File: src/rtl/hsd_pkg.sv
package hsd_pkg;

    typedef enum logic [2:0] {
        ST_SLEEP    = 3'd0,
        ST_DEBOUNCE = 3'd1,
        ST_CLASSIFY = 3'd2,
        ST_ROUTE    = 3'd3,
        ST_ACTIVE   = 3'd4,
        ST_REMWAIT  = 3'd5
    } hsd_state_e;

    typedef enum logic [1:0] {
        ACC_NONE    = 2'd0,
        ACC_3POLE   = 2'd1,
        ACC_MIC_SLV = 2'd2,
        ACC_MIC_R2  = 2'd3
    } hsd_acc_e;

    localparam int SW_W       = 4;
    localparam int DEB_MAX_MS = 150;

    // debounce length for each selector value
    function automatic int unsigned deb_ms(input logic [1:0] sel);
        case (sel)
            2'd0:    return 0;
            2'd1:    return 30;
            2'd2:    return 90;
            default: return DEB_MAX_MS;
        endcase
    endfunction

    function automatic hsd_acc_e classify(input logic [1:0] loc);
        case (loc)
            2'b01:   return ACC_MIC_SLV;
            2'b10:   return ACC_MIC_R2;
            default: return ACC_3POLE;
        endcase
    endfunction

    // bit0 bias->sleeve, bit1 bias->ring2, bit2 gnd->sleeve, bit3 gnd->ring2
    function automatic logic [SW_W-1:0] route_for(input hsd_acc_e acc);
        case (acc)
            ACC_3POLE:   return 4'b0100;
            ACC_MIC_SLV: return 4'b1001;
            ACC_MIC_R2:  return 4'b0110;
            default:     return 4'b0000;
        endcase
    endfunction

endpackage

File: src/rtl/hsd_tick.sv
module hsd_tick #(
    parameter int CLK_PER_MS = 250000
) (
    input  logic clk,
    input  logic rst_n,
    output logic tick
);
    localparam int W = (CLK_PER_MS > 1) ? $clog2(CLK_PER_MS) : 1;

    logic [W-1:0] cnt_d, cnt_q;

    always_comb begin
        tick  = (cnt_q == W'(CLK_PER_MS - 1));
        cnt_d = tick ? '0 : cnt_q + 1'b1;
    end

    always_ff @(posedge clk or negedge rst_n) begin
        if (!rst_n) cnt_q <= '0;
        else        cnt_q <= cnt_d;
    end
endmodule

File: src/rtl/hsd_fsm.sv
module hsd_fsm
    import hsd_pkg::*;
#(
    parameter int CLASS_MS = 100,
    parameter int REM_MS   = 50,
    parameter int CNT_W    = 8
) (
    input  logic            clk,
    input  logic            rst_n,
    input  logic            tick,
    input  logic            trig_n,
    input  logic [1:0]      mic_loc,
    input  logic            start,
    input  logic            manual,
    input  logic [1:0]      deb_sel,
    output hsd_state_e      state,
    output logic [SW_W-1:0] sw,
    output hsd_acc_e        acc,
    output logic            mic,
    output logic            ev_ins,
    output logic            ev_rem
);
    typedef struct packed {
        hsd_state_e      st;
        logic [CNT_W-1:0] cnt;
        logic            trig_prev;
        logic [SW_W-1:0] sw;
        hsd_acc_e        acc;
        logic            mic;
    } fsm_t;

    fsm_t q, d;
    logic fall, rise;
    logic [CNT_W-1:0] deb_lim;

    always_comb begin
        d       = q;
        ev_ins  = 1'b0;
        ev_rem  = 1'b0;
        fall    = q.trig_prev & ~trig_n;
        rise    = ~q.trig_prev & trig_n;
        deb_lim = CNT_W'(deb_ms(deb_sel));
        d.trig_prev = trig_n;

        case (q.st)
            ST_SLEEP: begin
                if (fall) begin
                    d.st  = ST_DEBOUNCE;
                    d.cnt = '0;
                end else if (start) begin
                    d.st  = ST_CLASSIFY;
                    d.cnt = '0;
                end
            end
            ST_DEBOUNCE: begin
                if (trig_n)                d.cnt = '0;
                else if (q.cnt >= deb_lim) begin
                    d.st  = ST_CLASSIFY;
                    d.cnt = '0;
                end else if (tick)         d.cnt = q.cnt + 1'b1;
            end
            ST_CLASSIFY: begin
                if (rise) begin
                    ev_rem = 1'b1;
                end else if (q.cnt >= CNT_W'(CLASS_MS)) begin
                    d.acc = classify(mic_loc);
                    d.sw  = route_for(classify(mic_loc));
                    d.st  = ST_ROUTE;
                end else if (tick) begin
                    d.cnt = q.cnt + 1'b1;
                end
            end
            ST_ROUTE: begin
                if (rise) begin
                    ev_rem = 1'b1;
                end else begin
                    ev_ins = 1'b1;
                    d.mic  = (q.acc == ACC_MIC_SLV) || (q.acc == ACC_MIC_R2);
                    d.st   = ST_ACTIVE;
                end
            end
            ST_ACTIVE: begin
                if (rise) ev_rem = 1'b1;
            end
            ST_REMWAIT: begin
                if (fall) begin
                    d.st  = ST_DEBOUNCE;
                    d.cnt = '0;
                end else if (q.cnt >= CNT_W'(REM_MS)) begin
                    if (!manual) d.st = ST_SLEEP;
                end else if (tick) begin
                    d.cnt = q.cnt + 1'b1;
                end
            end
            default: d.st = ST_SLEEP;
        endcase

        if (ev_rem) begin
            d.st  = ST_REMWAIT;
            d.cnt = '0;
            d.sw  = '0;
            d.acc = ACC_NONE;
            d.mic = 1'b0;
        end
    end

    always_ff @(posedge clk or negedge rst_n) begin
        if (!rst_n) begin
            q.st        <= ST_SLEEP;
            q.cnt       <= '0;
            q.trig_prev <= 1'b1;
            q.sw        <= '0;
            q.acc       <= ACC_NONE;
            q.mic       <= 1'b0;
        end else begin
            q <= d;
        end
    end

    assign state = q.st;
    assign sw    = q.sw;
    assign acc   = q.acc;
    assign mic   = q.mic;
endmodule

File: src/rtl/hsd_regs.sv
module hsd_regs
    import hsd_pkg::*;
(
    input  logic            clk,
    input  logic            rst_n,
    input  logic            wr,
    input  logic            rd,
    input  logic [1:0]      addr,
    input  logic [5:0]      wdata,
    input  logic            ev_ins,
    input  logic            ev_rem,
    input  hsd_acc_e        acc,
    output logic [5:0]      rdata,
    output logic            manual,
    output logic            fm,
    output logic            key,
    output logic [1:0]      deb_sel,
    output logic [SW_W-1:0] ovr,
    output logic            start,
    output logic            irq
);
    typedef struct packed {
        logic            ins;
        logic            rem;
        logic            manual;
        logic            fm;
        logic            key;
        logic [1:0]      deb;
        logic [SW_W-1:0] ovr;
    } regs_t;

    regs_t q, d;
    logic four_pole;

    always_comb begin
        d         = q;
        four_pole = (acc == ACC_MIC_SLV) || (acc == ACC_MIC_R2);
        start     = wr && (addr == 2'd1) && wdata[5];
        if (wr) begin
            case (addr)
                2'd1: begin
                    d.manual = wdata[0];
                    d.fm     = wdata[1];
                    d.key    = wdata[2] & four_pole;
                    d.deb    = wdata[4:3];
                end
                2'd2:    d.ovr = wdata[3:0];
                default: ;
            endcase
        end
        if (rd && addr == 2'd0) begin
            d.ins = 1'b0;
            d.rem = 1'b0;
        end
        if (ev_ins) d.ins = 1'b1;
        if (ev_rem) begin
            d.rem = 1'b1;
            d.key = 1'b0;
        end

        case (addr)
            2'd0:    rdata = {4'b0, q.rem, q.ins};
            2'd1:    rdata = {1'b0, q.deb, q.key, q.fm, q.manual};
            2'd2:    rdata = {2'b0, q.ovr};
            default: rdata = {4'b0, acc};
        endcase
    end

    always_ff @(posedge clk or negedge rst_n) begin
        if (!rst_n) begin
            q     <= '0;
            q.deb <= 2'd2;
        end else begin
            q <= d;
        end
    end

    assign manual  = q.manual;
    assign fm      = q.fm;
    assign key     = q.key;
    assign deb_sel = q.deb;
    assign ovr     = q.ovr;
    assign irq     = q.ins | q.rem;
endmodule

File: src/rtl/hs_detect_seq.sv
module hs_detect_seq
    import hsd_pkg::*;
#(
    parameter int CLK_PER_MS = 250000,
    parameter int CLASS_MS   = 100,
    parameter int REM_MS     = 50
) (
    input  logic       clk,
    input  logic       rst_n,
    input  logic       trig_n,
    input  logic [1:0] mic_loc,
    input  logic       reg_wr,
    input  logic       reg_rd,
    input  logic [1:0] reg_addr,
    input  logic [5:0] reg_wdata,
    output logic [5:0] reg_rdata,
    output logic [3:0] sw_en,
    output logic       int_n,
    output logic       mic_present_n,
    output logic       fm_en,
    output logic       key_en,
    output logic       asleep
);
    localparam int MAX_A  = (CLASS_MS > REM_MS) ? CLASS_MS : REM_MS;
    localparam int MAX_MS = (MAX_A > DEB_MAX_MS) ? MAX_A : DEB_MAX_MS;
    localparam int CNT_W  = $clog2(MAX_MS + 1);

    logic            tick, start, manual, mic, ev_ins, ev_rem, irq;
    logic [1:0]      deb_sel;
    logic [SW_W-1:0] fsm_sw, ovr;
    hsd_state_e      fsm_state;
    hsd_acc_e        acc_type;

    hsd_tick #(.CLK_PER_MS(CLK_PER_MS)) u_tick (
        .clk(clk), .rst_n(rst_n), .tick(tick)
    );

    hsd_fsm #(.CLASS_MS(CLASS_MS), .REM_MS(REM_MS), .CNT_W(CNT_W)) u_fsm (
        .clk(clk), .rst_n(rst_n), .tick(tick), .trig_n(trig_n),
        .mic_loc(mic_loc), .start(start), .manual(manual),
        .deb_sel(deb_sel), .state(fsm_state), .sw(fsm_sw), .acc(acc_type),
        .mic(mic), .ev_ins(ev_ins), .ev_rem(ev_rem)
    );

    hsd_regs u_regs (
        .clk(clk), .rst_n(rst_n), .wr(reg_wr), .rd(reg_rd), .addr(reg_addr),
        .wdata(reg_wdata), .ev_ins(ev_ins), .ev_rem(ev_rem), .acc(acc_type),
        .rdata(reg_rdata), .manual(manual), .fm(fm_en), .key(key_en),
        .deb_sel(deb_sel), .ovr(ovr), .start(start), .irq(irq)
    );

    assign sw_en         = manual ? ovr : fsm_sw;
    assign int_n         = ~irq;
    assign mic_present_n = ~mic;
    assign asleep        = (fsm_state == ST_SLEEP);
endmodule

File: config.mk
export PLATFORM = sky130hd
export DESIGN_NAME = hs_detect_seq
export DESIGN_NICKNAME = d
export VERILOG_FILES = /design/src/rtl/hsd_pkg.sv /design/src/rtl/hsd_tick.sv /design/src/rtl/hsd_fsm.sv /design/src/rtl/hsd_regs.sv /design/src/rtl/hs_detect_seq.sv
export SDC_FILE = /design/constraint.sdc
export NUM_CORES = 1
export LEC_CHECK = 0
export BUFFER_PORTS_ARGS = -buffer_cell sky130_fd_sc_hd__buf_2
export CORE_MARGIN = 2
export CORE_UTILIZATION = 35
export DETAILED_ROUTE_END_ITERATION = 10
export PLACE_DENSITY = 0.64
export SKIP_CTS_REPAIR_TIMING = 1
export SLEW_MARGIN = 15
export SYNTH_ARGS = -nofsm -noshare
export SYNTH_HDL_FRONTEND = slang
export SYNTH_HIERARCHICAL = 1
export SYNTH_SLANG_ARGS = --single-unit
File: constraint.sdc
create_clock -name clk -period 3.83 [get_ports clk]
set_input_delay 0.1915 -clock clk [delete_from_list [all_inputs] [get_ports clk]]
set_output_delay 0.1915 -clock clk [all_outputs]
set_load 0.005 [all_outputs]
==> results of run 1 <==
-- cells in the mapped netlist, types with 5 or more instances --
master     n  share of area, %
inv_1     15               1.9
nand3_1    6               1.0
o21ai_0   12               2.1
nor2_1    22               2.8
ha_1      14               6.0
buf_4     16               4.1
dfrtp_1   44                38
a22o_1    10               3.0
a21oi_1    9               1.5
xnor2_1    8               2.4
nor2b_1    8               1.7
nand2_1   15               1.9
nand2b_1   5               1.1
mux2_2    13               5.0
nor3_1     9               1.5
xor2_1     6               1.8
-- power by group through the flow --
stage	Clock [mW]	Sequential [mW]	Combinational, mW
global placement	0	0.602	0.363
detailed placement	0	0.604	0.370
finish	0.300	0.595	0.371
CTS	0.313	0.594	0.371
global route	0.335	0.605	0.423
floorplan	0	0.561	0.343
-- cells by family after synthesis --
kind of cell               Yosys count  synth area share, %
other                                1               0.1287
muxes                               18                7.861
and+or+nand+nor                    102                22.04
AOI/OAI and AO/OA                   50                12.89
buffers and inverters               36                7.259
xor gates and xnor gates            14                4.210
adders and majority gates           14                6.014
DFF                                 46                39.60
-- final cells by class --
type | instances | area, um^2 | area share [%]
clock buffer | 5 | 68.82 | 2.197
clock inverter | 3 | 21.27 | 0.6792
inverter | 15 | 56.30 | 1.798
multi-input combinational | 199 | 1548 | 49.42
sequential | 46 | 1154 | 36.84
tap | 105 | 131.4 | 4.195
timing repair buffer | 29 | 152.6 | 4.874
-- worst max-delay path: cells and delay by family (launching register included) --
kind	cells	cell delay [ns]
compound gates	4	0.99
fa+ha+maj	2	0.54
buf+inv	2	0.09
flops	1	0.57
simple gates	2	0.38
-- per-stage QoR --
step | hold WS [ns] | power, mW | std cells | worst slack (ns)
floorplan | -0.1041 | 0.9036 | 281 | 1.295
global placement | 0.3662 | 0.9647 | 393 | 1.263
detailed placement | 0.3691 | 0.9737 | 393 | 1.225
CTS | 0.04166 | 1.278 | 401 | 1.178
global route | 0.04098 | 1.364 | 402 | 1.000
finish | 0.04951 | 1.266 | 402 | 1.203
-- worst paths after layout --
path | slack, ns | depth (start not counted) | end | from
max | 1.20 | 10 | u_fsm/q[8] | u_regs/deb_sel[1]
min | 0.05 | 1 | u_fsm/q[7] | trig_n
max reg2reg | 1.20 | 10 | u_fsm/q[8] | u_regs/deb_sel[1]
min reg2reg | 0.50 | 1 | u_tick/cnt_q[11] | u_tick/cnt_q[11]
max in group asynchronous | 2.99 | 2 | u_tick/cnt_q[14] | rst_n
min in group asynchronous | 0.43 | 2 | u_fsm/state[2] | rst_n
-- registers in the layout, summed over array words and instances (netlist names), 2 cells and up --
signal	flops
u_regs/deb_sel	2
u_fsm/sw	2
u_fsm/q	9
u_regs/ovr	4
u_fsm/acc	2
u_fsm/state	3
u_regs/q	2
u_tick/cnt_q	18
-- layer usage --
metal / vias to the layer above / global-route usage [%]
met3: 5 / 2.451
met5: - / 0
li1: 1022 / -
met4: 0 / 2.899
met2: 44 / 23.18
met1: 1033 / 16.57
==> flow_summary.json, run 1 <==
{
  "setup_viol": 0,
  "ir_worst_vdd_v": 0.0001335,
  "dp_hpwl_mm": 4.221,
  "maxCapViolCount": 0,
  "drt-pass1-iter-count": 4,
  "p_clk_share_pct": 23.7,
  "path_class": "reg2reg",
  "grt_pass1_vias": 2030,
  "leakage_nw": 1.501,
  "cts-root-buf": "clkbuf_8",
  "p_int_uw": 837.9,
  "nFillCells": 803,
  "grt_max_degree": 47,
  "final_common_cell": "dfrtp_1",
  "hold_viol": 0,
  "antenna_found_initial": 0,
  "power.switching_uw": 428.2,
  "critPathMaxFanout": 8,
  "vias_per_cell": 5.234,
  "num_vias": 2104,
  "ys_types": 62,
  "core_area_um2": 8134,
  "swShare_pct": 33.82,
  "slew_viol_final": 0,
  "htreeDepth": 2,
  "initial_core_util_pct": 35.81,
  "cts_max_path_buffers": 2,
  "worst_path_largest_cell_delay_ns": 0.57,
  "wl_met1_mm": 2.598,
  "status": "completed",
  "fmaxAchievable_mhz": 380.6,
  "drt_iter0_drc": 83,
  "dieWidth_um": 95.23,
  "portBuffers": 28,
  "setup.worst_path.start_class": "register",
  "required_ns": 4.07,
  "async_reset_ff_share_pct": 100.0,
  "crit_chain": "inv_1, ha_1, inv_1, ha_1, a21oi_1, nor2_1, or3_1, o41a_4, o21ai_0, a22o_1",
  "grt_usage_pct": 13.11,
  "clock-sinks": 46,
  "cp-end-kind": "register",
  "grt_first_pass_wirelength_mm": 9.556,
  "wl_per_cell_um": 14.23,
  "grt.overflow.total": 0,
  "fp.dieH_um": 95.23,
  "route.detailed.drc": 0,
  "die_area_um2": 9068,
  "io_pins": 30,
  "finalWorstPathRequiredPeriod_ns": 2.627,
  "drt_wl_total_mm": 5.722,
  "setup_tns_ns": 0,
  "place.gp.congestion": 0.8424,
  "met2_length_mm": 2.869,
  "final_area_um2": 3132,
  "placed_area_um2": 3029,
  "top_layer": "met4",
  "drive_above_1_share_pct": 21.89,
  "seq_area_frac_synth_pct": 39.60,
  "wl_met3_um": 220,
  "utilization_pct": 38.50,
  "mostFrequentLayoutCells": "44 x dfrtp_1, 27 x buf_2, 22 x nor2_1, 15 x inv_1, 15 x nand2_1",
  "nets": 325,
  "skew_ns": 0.01148,
  "cts_made_buffers": 5,
  "ys_ff_latch": 46,
  "power_density_nw_per_um2": 404.3,
  "ys.flop_type": "dfrtp_1",
  "ant_nets": 0,
  "insertion_delay_ns": 0.30,
  "combPwrFrac_pct": 29.3,
  "tightest_slew_ns": 0.5918,
  "antenna_cells": 0,
  "syn_to_final_growth_pct": 7.517,
  "arrival_ns": 2.86,
  "fp-row-count": 33,
  "p_seq_share_pct": 47.0,
  "max-slew-margin-rel_pct": 60.55,
  "cpMaxStageDelayCell": "dfstp_2",
  "yosysWarningCount": 6,
  "rsz0062_at_grt": "false",
  "path_clk_slew_ns": 0.09,
  "cts_tree": "yes",
  "post-route-period-util_pct": 68.60,
  "syn_nets": 310,
  "syn_area_um2": 2913,
  "syn_area_per_cell_um2": 10.37,
  "synth-edff-count": 0,
  "hp-class": "in2reg",
  "syn-instance-count": 281
}
No activity file was read; power rests on OpenSTA's default activity.
==> run 2: changes to the inputs <==
clock period = 2.6 ns   (was 3.83 ns; I/O delays follow)
==> run 2 against run 1 <==
Compared with the run above: the flow now finishes with violations (setup timing); first-iteration DRC count fell by 12%; register-to-register slack got worse by 1.2 ns; clock power rose by 42%; cell area rose by 3.4%; hold slack improved by 0.025 ns; fmax rose by 0.24%; core utilization rose by 1.3 points; routed wire length rose by 0.59%; critical path type unchanged; critical endpoint is now u_fsm/q[9].
==> flow_summary.json, run 2 (same netlist as run 1, synthesis figures left out) <==
{
  "drive_above_1_share_pct": 26.76,
  "clock-sinks": 46,
  "nets": 327,
  "syn_to_final_growth_pct": 11.13,
  "top_register": "u_tick/cnt_q",
  "setup_viol": 1,
  "antenna_cells": 0,
  "die_area_um2": 9068,
  "path_class": "reg2reg",
  "route.detailed.drc": 0,
  "grt_max_degree": 47,
  "num_vias": 2089,
  "arrival_ns": 2.85,
  "fmaxAchievable_mhz": 381.5,
  "insertion_delay_ns": 0.29,
  "cts_made_buffers": 5,
  "drt_wl_total_mm": 5.756,
  "io_pins": 30,
  "hold_viol": 0,
  "post-route-period-util_pct": 100.8,
  "place_ws_ns": -0.02333,
  "hold_slack_ns": 0.07475,
  "dp_hpwl_mm": 4.147,
  "finalPower_mw": 1.893,
  "place.gp.congestion": 0.8363,
  "grt_pass1_vias": 1969,
  "slew_viol_final": 0,
  "mostFrequentLayoutCells": "44 x dfrtp_1, 27 x buf_2, 22 x nor2_1, 14 x nand2_1, 13 x mux2_2",
  "setup_slack_ns": -0.02114,
  "vias_per_cell": 5.171,
  "grt_first_pass_wirelength_mm": 9.404,
  "final_common_cell": "dfrtp_1",
  "max-slew-margin-rel_pct": 61.09,
  "power_density_nw_per_um2": 584.9,
  "cts-root-buf": "clkbuf_8",
  "final_area_um2": 3237,
  "setup.worst_path.start_class": "register",
  "grt_usage_pct": 12.91,
  "hp-class": "in2reg",
  "antenna_found_initial": 0,
  "place_inst": 394,
  "cts_max_path_buffers": 2,
  "grt.overflow.total": 0,
  "tightest_slew_ns": 0.5836,
  "fp.dieH_um": 95.23,
  "ir_worst_vdd_v": 0.0002525,
  "failed_checks": "setup timing",
  "ant_nets": 0,
  "cts_tree": "yes",
  "skew_ns": 0.007391,
  "finalWorstPathRequiredPeriod_ns": 2.621,
  "placed_area_um2": 3037,
  "leakage_nw": 1.503,
  "wl_per_cell_um": 14.25,
  "initial_core_util_pct": 35.81,
  "dieWidth_um": 95.23,
  "critPathMaxFanout": 8,
  "largest_register_ffs": 18,
  "layout.cells.non_filler": 404,
  "rsz0062_at_grt": "true",
  "maxCapViolCount": 0,
  "path_clk_slew_ns": 0.08,
  "drt-pass1-iter-count": 4,
  "drt_iter0_drc": 73,
  "status": "finished, violations left",
  "cp-end-kind": "register",
  "fp-row-count": 33,
  "htreeDepth": 2,
  "core_area_um2": 8134,
  "required_ns": 2.83,
  "portBuffers": 28
}
run 2: cell count changes in the layout (fill, tap and decap cells not counted), moves of 2 or more:
cell / delta
inv_2: +4
ha_1: -6
a21oi_1: -2
ha_4: +6
a21oi_2: +2
inv_1: -4
run 2: worst paths after layout:
kind	from	end	slack (ns)	cells past startpoint
max in group asynchronous	rst_n	u_fsm/q[8]	1.82	2
setup / recovery	u_regs/deb_sel[1]	u_fsm/q[9]	-0.02	10
setup reg to reg	u_regs/deb_sel[1]	u_fsm/q[9]	-0.02	10
hold / removal	reg_wdata[4]	u_regs/deb_sel[1]	0.07	2
hold reg to reg	u_regs/q[10]	u_regs/q[10]	0.50	1
min in group asynchronous	rst_n	u_fsm/state[2]	0.37	2
run 2: critical path, stage by stage (launching register included):
cell	delay (ns)
dfstp_2	0.60
inv_2	0.06
ha_4	0.26
inv_2	0.03
ha_4	0.21
a21oi_2	0.11
nor2_1	0.05
or3_4	0.33
o41a_4	0.49
nor2b_4	0.23
a32o_1	0.19
run 2: power breakdown:
group | switching (mW) | internal [mW]
clock | 0.238 | 0.187
combinational | 0.295 | 0.294
sequential | 0.105 | 0.775
total | 0.637 | 1.26
run 2: cell type report:
cell class	instances	area [um^2]
sequential	46	1154
clock inverter	2	10.01
multi-input combinational	199	1643
fill	796	4897
tap	105	131.4
inverter	15	56.30
timing repair buffer	31	170.2
clock buffer	6	72.57
run 2: layer usage:
layer | share of wire (%) | global-route usage, % | routed length [um]
met1 | 49 | 17.52 | 2795
met2 | 47 | 21.60 | 2719
met3 | 3.7 | 2.609 | 214
met4 | 0.47 | 2.174 | 27
met5 | 0 | 0 | 0
run 2: metrics by stage:
step                      setup TNS (ns)  utilization [%]
after floorplan                        0                -
after global placement                 0            37.33
after detailed placement        -0.02946            37.33
after CTS                        -0.2028            38.35
after global routing             -0.6388            39.79
final                           -0.02114            39.79
==> run 3: changes to the inputs <==
--- a/config.mk
+++ b/config.mk
@@ -11,2 +11,3 @@
 export DETAILED_ROUTE_END_ITERATION = 10
+export MAX_ROUTING_LAYER = met4
 export PLACE_DENSITY = 0.64
==> constraint.sdc (replaced) <==
create_clock -name clk -period 2.6 [get_ports clk]
set_input_delay 0.39 -clock clk [delete_from_list [all_inputs] [get_ports clk]]
set_output_delay 0.39 -clock clk [all_outputs]
set_load 0.005 [all_outputs]
==> run 3 against run 2 <==
Compared with the run above: the run now ends clean; clock-buffer cell count stayed put; via count up 2.4%; fmax rose by 0.84%; global-route usage is 1.1 points higher; total power rose by 6.3%; cell area is 0.85% higher; non-clock buffer count increased by 1.
==> flow_summary.json, run 3 (same netlist as run 1, synthesis figures left out) <==
{
  "final_common_cell": "dfrtp_1",
  "placed_area_um2": 3052,
  "combPwrFrac_pct": 29.8,
  "insertion_delay_ns": 0.30,
  "place_inst": 396,
  "maxCapViolCount": 0,
  "nets": 328,
  "fp-row-count": 33,
  "antenna_found_initial": 0,
  "cp-end-kind": "register",
  "critPathMaxFanout": 8,
  "setup_viol": 0,
  "fp.dieH_um": 95.23,
  "layout.cells.non_filler": 405,
  "reg2reg_depth": 10,
  "p_int_mw": 1.361,
  "arrival_ns": 2.84,
  "io_pins": 30,
  "grt.overflow.total": 0,
  "finalPower_mw": 2.012,
  "post-route-period-util_pct": 99.97,
  "final_area_um2": 3264,
  "ant_nets": 0,
  "num_vias": 2140,
  "r2r_end": "u_fsm/q[9]",
  "hold_slack_ns": 0.03064,
  "use_met1_pct": 18.47,
  "p_seq_share_pct": 43.7,
  "syn_to_final_growth_pct": 12.07,
  "wl_per_cell_um": 14.80,
  "slew_viol_final": 0,
  "grt_most_used_layer": "met2",
  "max-slew-margin-rel_pct": 65.53,
  "htreeDepth": 2,
  "fmaxAchievable_mhz": 384.7,
  "drt-pass1-iter-count": 4,
  "setup_slack_ns": 0.0007609,
  "place.gp.congestion": 0.8418,
  "mostFrequentLayoutCells": "44 x dfrtp_1, 28 x buf_2, 22 x nor2_1, 14 x nand2_1, 13 x mux2_2",
  "status": "completed",
  "swShare_pct": 32.35,
  "leakage_nw": 1.516,
  "grt_pass1_vias": 1994,
  "core_area_um2": 8134,
  "place_ws_ns": 0.01073,
  "power_density_nw_per_um2": 616.3,
  "skew_ns": 0.007091,
  "grt_usage_pct": 14.00,
  "cts_tree": "yes",
  "path_clk_slew_ns": 0.09,
  "tightest_slew_ns": 0.5160,
  "drive_above_1_share_pct": 27.33,
  "cts_max_path_buffers": 2,
  "reg2reg_slack_ns": 0.0008,
  "drt_iter0_drc": 80,
  "top_register": "u_tick/cnt_q",
  "cts_made_buffers": 5,
  "initial_core_util_pct": 35.81,
  "die_area_um2": 9068,
  "route.detailed.drc": 0,
  "cts-root-buf": "clkbuf_8",
  "antenna_cells": 0,
  "drt_wl_total_mm": 5.993,
  "p_clk_share_pct": 26.5,
  "clock-sinks": 46,
  "rsz0062_at_grt": "true",
  "setup_tns_ns": 0,
  "dieWidth_um": 95.23,
  "vias_per_cell": 5.284,
  "use_met2_pct": 22.24,
  "grt_first_pass_wirelength_mm": 9.770,
  "gr-usage-met3_pct": 2.846,
  "path_class": "reg2reg",
  "grt_max_degree": 28,
  "required_ns": 2.84,
  "portBuffers": 28,
  "setup.worst_path.start_class": "register",
  "r2r-start": "u_regs/deb_sel[1]",
  "hp-class": "in2async",
  "dp_hpwl_mm": 4.302,
  "largest_register_ffs": 18,
  "power.switching_uw": 650.7,
  "ir_worst_vdd_v": 0.0002465,
  "hold_viol": 0,
  "utilization_pct": 40.13,
  "finalWorstPathRequiredPeriod_ns": 2.599
}
==> run 3: cell count changes in the layout (fill, tap and decap cells not counted), sizes merged <==
cell         change
dlygate4sd3      -2
bufinv           +1
clkinvlp         +1
clkinv           -2
buf              +3
==> run 3: layout make-up <==
cell class,instances,area (um^2)
Clock buffer,6,72.57
Multi-Input combinational cell,199,1639
Tap cell,105,131.4
Timing Repair Buffer,32,173.9
Clock inverter,2,37.54
Sequential cell,46,1154
Inverter,15,56.30
Fill cell,799,4870
==> run 3: worst max path at each step <==
stage / startpoint / end / slack [ns] / cells after the start
global route: u_regs/deb_sel[1] / u_fsm/q[9] / -0.14 / 10
finish: u_regs/deb_sel[1] / u_fsm/q[9] / 0.0008 / 10
global placement: u_regs/deb_sel[1] / u_fsm/q[9] / 0.05 / 10
floorplan: u_regs/deb_sel[1] / u_fsm/q[9] / 0.06 / 12
detailed placement: u_regs/deb_sel[1] / u_fsm/q[9] / 0.01 / 10
CTS: u_regs/deb_sel[1] / u_fsm/q[9] / -0.04 / 10
==> run 3: power by group through the flow <==
stage	Combinational (mW)	Sequential [mW]	Clock [mW]
2_1_floorplan	0.505	0.826	0
3_3_place_gp	0.537	0.887	0
3_5_place_dp	0.545	0.888	0
4_1_cts	0.550	0.874	0.549
5_1_grt	0.671	0.892	0.580
6_report	0.599	0.878	0.534
==> run 3: worst max-delay path, stage by stage, from the launching register on <==
cell      delay [ns]
dfstp_2         0.58
buf_6           0.11
ha_4            0.11
inv_2           0.04
ha_4            0.20
nand4b_1        0.14
a211oi_2        0.06
or3_4           0.40
o41a_4          0.48
nor2b_4         0.22
a32o_1          0.19
==> run 3: routing by layer <==
layer | up-vias | wire, um
met1 | 1059 | 2841
met2 | 41 | 2874
met4 | 0 | 45
met5 | - | 0
li1 | 1034 | -
met3 | 6 | 232
